===== src/rtl/sar_pkg.sv =====
`timescale 1ns/1ps
package sar_pkg;
  // Mode captured when a conversion is accepted
  typedef struct packed {
    logic bipolar;
    logic twos;
  } sar_mode_t;
endpackage


===== src/rtl/sar_step_timer.sv =====
`timescale 1ns/1ps
module sar_step_timer #(
  parameter int STEP_CYC = 250
) (
  input  logic clk,
  input  logic rst_n,
  input  logic run,
  output logic step_last
);
  localparam int CW = (STEP_CYC > 1) ? $clog2(STEP_CYC) : 1;
  localparam logic [CW-1:0] LAST = CW'(STEP_CYC - 1);

  logic [CW-1:0] cnt;

  assign step_last = run && (cnt == LAST);

  always_ff @(posedge clk) begin
    if (!rst_n || !run || step_last) cnt <= '0;
    else                             cnt <= cnt + 1'b1;
  end
endmodule


===== src/rtl/sar_bit_ctrl.sv =====
`timescale 1ns/1ps
module sar_bit_ctrl #(
  parameter int NBITS = 8
) (
  input  logic             clk,
  input  logic             rst_n,
  input  logic             launch,
  input  logic             step_last,
  input  logic             keep,
  output logic             busy,
  output logic [NBITS-1:0] trial,
  output logic [NBITS-1:0] raw_next,
  output logic             done
);
  logic [NBITS-1:0] ptr;   // one-hot bit under test
  logic [NBITS-1:0] work;  // bits decided so far

  genvar i;
  generate
    for (i = 0; i < NBITS; i++) begin : g_bit
      assign raw_next[i] = work[i] | (ptr[i] & keep);
      assign trial[i]    = busy & (work[i] | ptr[i]);
    end
  endgenerate

  assign done = busy && step_last && ptr[0];

  always_ff @(posedge clk) begin
    if (!rst_n) begin
      busy <= 1'b0;
      ptr  <= '0;
      work <= '0;
    end else if (launch) begin
      busy <= 1'b1;
      ptr  <= {1'b1, {(NBITS-1){1'b0}}};
      work <= '0;
    end else if (busy && step_last) begin
      work <= raw_next;
      ptr  <= ptr >> 1;
      if (ptr[0]) busy <= 1'b0;
    end
  end
endmodule


===== src/rtl/sar_out_coder.sv =====
`timescale 1ns/1ps
module sar_out_coder
  import sar_pkg::*;
#(
  parameter int NBITS = 8
) (
  input  logic             clk,
  input  logic             rst_n,
  input  logic             load,
  input  logic [NBITS-1:0] raw,
  input  sar_mode_t        mode,
  output logic [NBITS-1:0] result,
  output logic             neg
);
  localparam int MSB = NBITS - 1;

  logic [NBITS-1:0] coded;

  genvar i;
  generate
    for (i = 0; i < NBITS; i++) begin : g_code
      if (i == MSB) begin : g_top
        assign coded[i] = raw[i] ^ mode.twos;
      end else begin : g_low
        assign coded[i] = raw[i];
      end
    end
  endgenerate

  always_ff @(posedge clk) begin
    if (!rst_n) begin
      result <= '0;
      neg    <= 1'b0;
    end else if (load) begin
      result <= coded;
      neg    <= mode.bipolar & ~raw[MSB];
    end
  end
endmodule


===== src/rtl/sar_coder.sv =====
`timescale 1ns/1ps
module sar_coder
  import sar_pkg::*;
#(
  parameter int NBITS   = 8,
  parameter int CONV_NS = 10000,
  parameter int CLK_NS  = 5
) (
  input  logic             clk,
  input  logic             rst_n,
  input  logic             start,
  input  logic             mode_bipolar,
  input  logic             mode_twos,
  input  logic             cmp_keep,
  output logic [NBITS-1:0] dac_code,
  output logic             cmp_strobe,
  output logic             busy,
  output logic             eoc,
  output logic [NBITS-1:0] result,
  output logic             result_neg
);
  localparam int STEP_RAW = CONV_NS / (CLK_NS * NBITS);
  localparam int STEP_CYC = (STEP_RAW < 1) ? 1 : STEP_RAW;

  logic             launch, step_last, done;
  logic [NBITS-1:0] raw_next;
  sar_mode_t        mode_q;

  assign launch     = start & ~busy;
  assign cmp_strobe = step_last;

  always_ff @(posedge clk) begin
    if (!rst_n) begin
      mode_q <= '0;
      eoc    <= 1'b0;
    end else begin
      if (launch) mode_q <= '{bipolar: mode_bipolar, twos: mode_twos};
      eoc <= done;
    end
  end

  sar_step_timer #(.STEP_CYC(STEP_CYC)) u_timer (
    .clk(clk), .rst_n(rst_n), .run(busy), .step_last(step_last)
  );

  sar_bit_ctrl #(.NBITS(NBITS)) u_bits (
    .clk(clk), .rst_n(rst_n), .launch(launch), .step_last(step_last),
    .keep(cmp_keep), .busy(busy), .trial(dac_code),
    .raw_next(raw_next), .done(done)
  );

  sar_out_coder #(.NBITS(NBITS)) u_coder (
    .clk(clk), .rst_n(rst_n), .load(done), .raw(raw_next),
    .mode(mode_q), .result(result), .neg(result_neg)
  );
endmodule


===== config.mk =====
export PLATFORM = sky130hd
export DESIGN_NAME = sar_coder
export DESIGN_NICKNAME = d
export VERILOG_FILES = /design/src/rtl/sar_pkg.sv /design/src/rtl/sar_step_timer.sv /design/src/rtl/sar_bit_ctrl.sv /design/src/rtl/sar_out_coder.sv /design/src/rtl/sar_coder.sv
export SDC_FILE = /design/constraint.sdc
export NUM_CORES = 1
export LEC_CHECK = 0
export CAP_MARGIN = 20
export CELL_PAD_IN_SITES_DETAIL_PLACEMENT = 0
export CELL_PAD_IN_SITES_GLOBAL_PLACEMENT = 2
export CORE_ASPECT_RATIO = 0.8
export CORE_UTILIZATION = 32
export DETAILED_ROUTE_END_ITERATION = 8
export HOLD_SLACK_MARGIN = 0.15
export PLACE_DENSITY = 0.76
export SKIP_LAST_GASP = 1
export SYNTH_ARGS = -nofsm -noshare
export SYNTH_HDL_FRONTEND = slang
export SYNTH_SLANG_ARGS = --single-unit

===== constraint.sdc =====
create_clock -name clk -period 1.9 [get_ports clk]
set_clock_uncertainty 0.1 [all_clocks]
set_input_delay 0.38 -clock clk [delete_from_list [all_inputs] [get_ports clk]]
set_output_delay 0.38 -clock clk [all_outputs]
set_load 0.1 [all_outputs]

==> flow_summary.yaml <==
outcome:
  outcome: "finished clean"
power_and_ir_drop:
  swShare_pct: 23.5
  power.share.clock_pct: 36.9
  pwr-share-comb_pct: 6.3
  p_leak_nw: 0.767
  powerDensity_mw_per_mm2: 626
  seq_power_share_pct: 56.8
  p_int_mw: 1.07
  peakVddDrop_mv: 0.320
  p_switching_mw: 0.329
global_routing:
  grt_pass1_wl_mm: 6.62
  antenna_found_initial: 0
  grtUsageTotal_pct: 16.9
  grt_pass1_vias: 1323
  gr-total-overflow: 0
  grt_max_degree: 25
clock_network:
  clkSlewWorstSetupHoldPaths_ns: 0.07
  root_buffer: "clkbuf_8"
  cts_tree: "built"
  clk_latency_ns: 0.28
  cts-buffers-inserted: 5
  htreeDepth: 2
  ctsLongestPathBuffers: 2
  cts.sinks: 37
  ctsHoldBuffers: 0
synthesis:
  yosysTopAreaCell: "dfxtp_1"
  synth_edf_count: 0
  synth.yosys.warnings: 0
  syn_area_per_cell_um2: 9.28
  synth_top_area_share_pct: 47.2
  synth_ff_type: "dfxtp_1"
  seq_area_frac_synth_pct: 47.2
  synth_async_sr_flop_share_pct: 0
  synth_area_mm2: 0.00157
  synth_area_leaders: "dfxtp_1, a211oi_2, a21oi_1"
  syn-num-nets: 177
  synthCells: 169
  synth_cell_type_count: 30
  ys_seq_elements: 37
sta:
  hold_viol: 0
  min_period_over_period_pct: 95.7
  worst_pin_slew_ns: 0.273
  tns_ns: 0
  min_period_ns: 1.82
  hold_ws_ns: 0.360
  clock.fmax_ghz: 0.550
  finalMaxSlewViolations: 0
  rsz0062_at_grt: "false"
  timing.slew.headroom_pct: 81.8
  setup_viol: 0
worst_setup_path:
  worstReg2RegStart: "u_timer.cnt[0]"
  reg2reg_to: "u_timer.cnt[3]"
  crit_arrival_ns: 1.34
  crit_type: "reg -> out"
  worstPathCellList: "ha_2 -> nand4b_1 -> nor2_4 -> buf_12"
  endpoint_kind: "primary output"
  worst-r2r-cell-count: 5
  cp_slowest_cell: "dfxtp_4"
  crit_fanout: 6
  critical-path-max-stage-delay_ns: 0.38
  rrSetupSlack_ns: 0.35
  cp-start-kind: "register"
  critPathRequiredTime_ns: 1.42
floorplanning:
  coreArea_mm2: 0.00465
  pin_count: 26
  die_area_mm2: 0.00519
  start_util_pct: 33.7
  core.rowCount: 22
  fp.dieH_um: 64.6
  die_x_um: 80.3
cells_and_area:
  layout_commonest_cell: "dfxtp_1"
  area_growth_syn_to_layout_pct: 42.3
  drive_gt1_share_pct: 30.5
  fin_nets: 207
  fillers: 439
  antenna_cells: 0
  final_cell_mix: "dfxtp_1, buf_12, a21oi_1, nor2_1"
  final_util_pct: 48.0
drt:
  drt-initial-drc-count: 75
  vias: 1361
  vias_per_cell: 5.23
  firstDrtPassIters: 4
  drc: 0
  wl_per_cell_um: 14.3
  drtAntennaViolNets: 0
  routed_wl_mm: 3.73
hold_path:
  min_to: "u_timer.cnt[0]"
  hp-class: "reg -> reg"
  worstHoldPathCells: 1
  worstHoldStart: "u_timer.cnt[0]"
job:
  maxCapViolCount: 0
placed_design:
  gp_congestion: 0.764
  io_buffers: 25
  place_hpwl_mm: 2.55
==> what timing repair did <==
action,CTS,global route
cloned,0,0
setup endpoints to repair,1,1
buffers inserted,0,2
pin swaps,0,1
resized for setup,1,5
==> metal layers <==
metal / GRT usage [%] / wire length, um / part of all wire (%) / vias to the layer above
li1: - / - / - / 684
met1: 23.4 / 1860 / 50 / 635
met2: 25.0 / 1640 / 44 / 40
met3: 5.49 / 203 / 5.4 / 2
met4: 4.69 / 22 / 0.59 / 0
met5: 0 / 0 / 0 / -
==> logic make-up (layout without fill, tap and decap cells) <==
family	count (synthesis)	in the layout	share of synthesized area, %
AO/OA/AOI/OAI	63	63	28.2
adder cells (fa/ha/maj)	2	2	1.59
buffers and inverters	15	46	4.94
multiplexers	3	3	1.91
flip-flops	37	37	47.2
XOR/XNOR	4	4	2.23
AND/OR/NAND/NOR	45	45	14.0
==> critical path: cells and delay by family, from the launching register on <==
kind	cells	cell delay, ns
AND/OR/NAND/NOR	2	0.32
adder cells (fa/ha/maj)	1	0.18
flip-flops	1	0.38
buffers and inverters	1	0.18
==> power by group through the flow <==
stage | logic, mW | clock network (mW) | registers (mW)
CTS | 0.0876 | 0.543 | 0.796
finish | 0.0882 | 0.516 | 0.794
global route | 0.0954 | 0.587 | 0.796
floorplan | 0.0449 | 0 | 0.817
global placement | 0.0864 | 0 | 0.814
detailed placement | 0.0873 | 0 | 0.814
==> synth_stat cells (all sizes together), types with 2 or more instances <==
master / instances
dfxtp: 37
o21a: 8
nand3: 11
nand2: 7
ha: 2
a41oi: 9
a31oi: 8
xnor2: 2
a211oi: 7
xor2: 2
nor2: 18
a21oi: 17
clkbuf: 6
mux2i: 3
o21ai: 11
buf: 7
or3: 2
==> worst max-delay path by stage <==
stage	startpoint	depth (start not counted)	to	slack (ns)
after floorplan	u_bits.busy	2	cmp_strobe	-0.02
after global placement	cmp_keep	4	u_coder.result[7]	0.25
after detailed placement	rst_n	4	u_timer.cnt[6]	0.22
after CTS	u_timer.cnt[1]	5	cmp_strobe	0.009
after global routing	u_timer.cnt[0]	4	cmp_strobe	0.004
final	u_timer.cnt[0]	4	cmp_strobe	0.08
==> state kept, by name, indices dropped and copies added, names as in the netlist <==
signal,count
u_coder.result,8
u_bits.ptr,8
mode_q,2
u_coder.neg,1
u_bits.busy,1
u_bits.work,8
eoc,1
u_timer.cnt,8
==> layout make-up <==
class	count	area [um^2]	area share, %
clock buffers	6	72.6	3.25
clock inverters	2	10.0	0.448
inverters	2	7.51	0.336
multi-input cells	117	771	34.5
flip-flops and latches	37	752	33.7
well taps	60	75.1	3.36
repair buffers	36	546	24.4
==> metrics by stage <==
step                      power, mW  cell area [um^2]  std cells  setup slack, ns
after CTS                      1.43              2210        258          0.00910
after global routing           1.48              2230        260          0.00450
after detailed placement      0.901              2130        250            0.222
after floorplan               0.862              1590        169          -0.0162
final                          1.40              2230        260           0.0825
after global placement        0.900              2130        250            0.248
No activity file was read; power rests on OpenSTA's default activity.
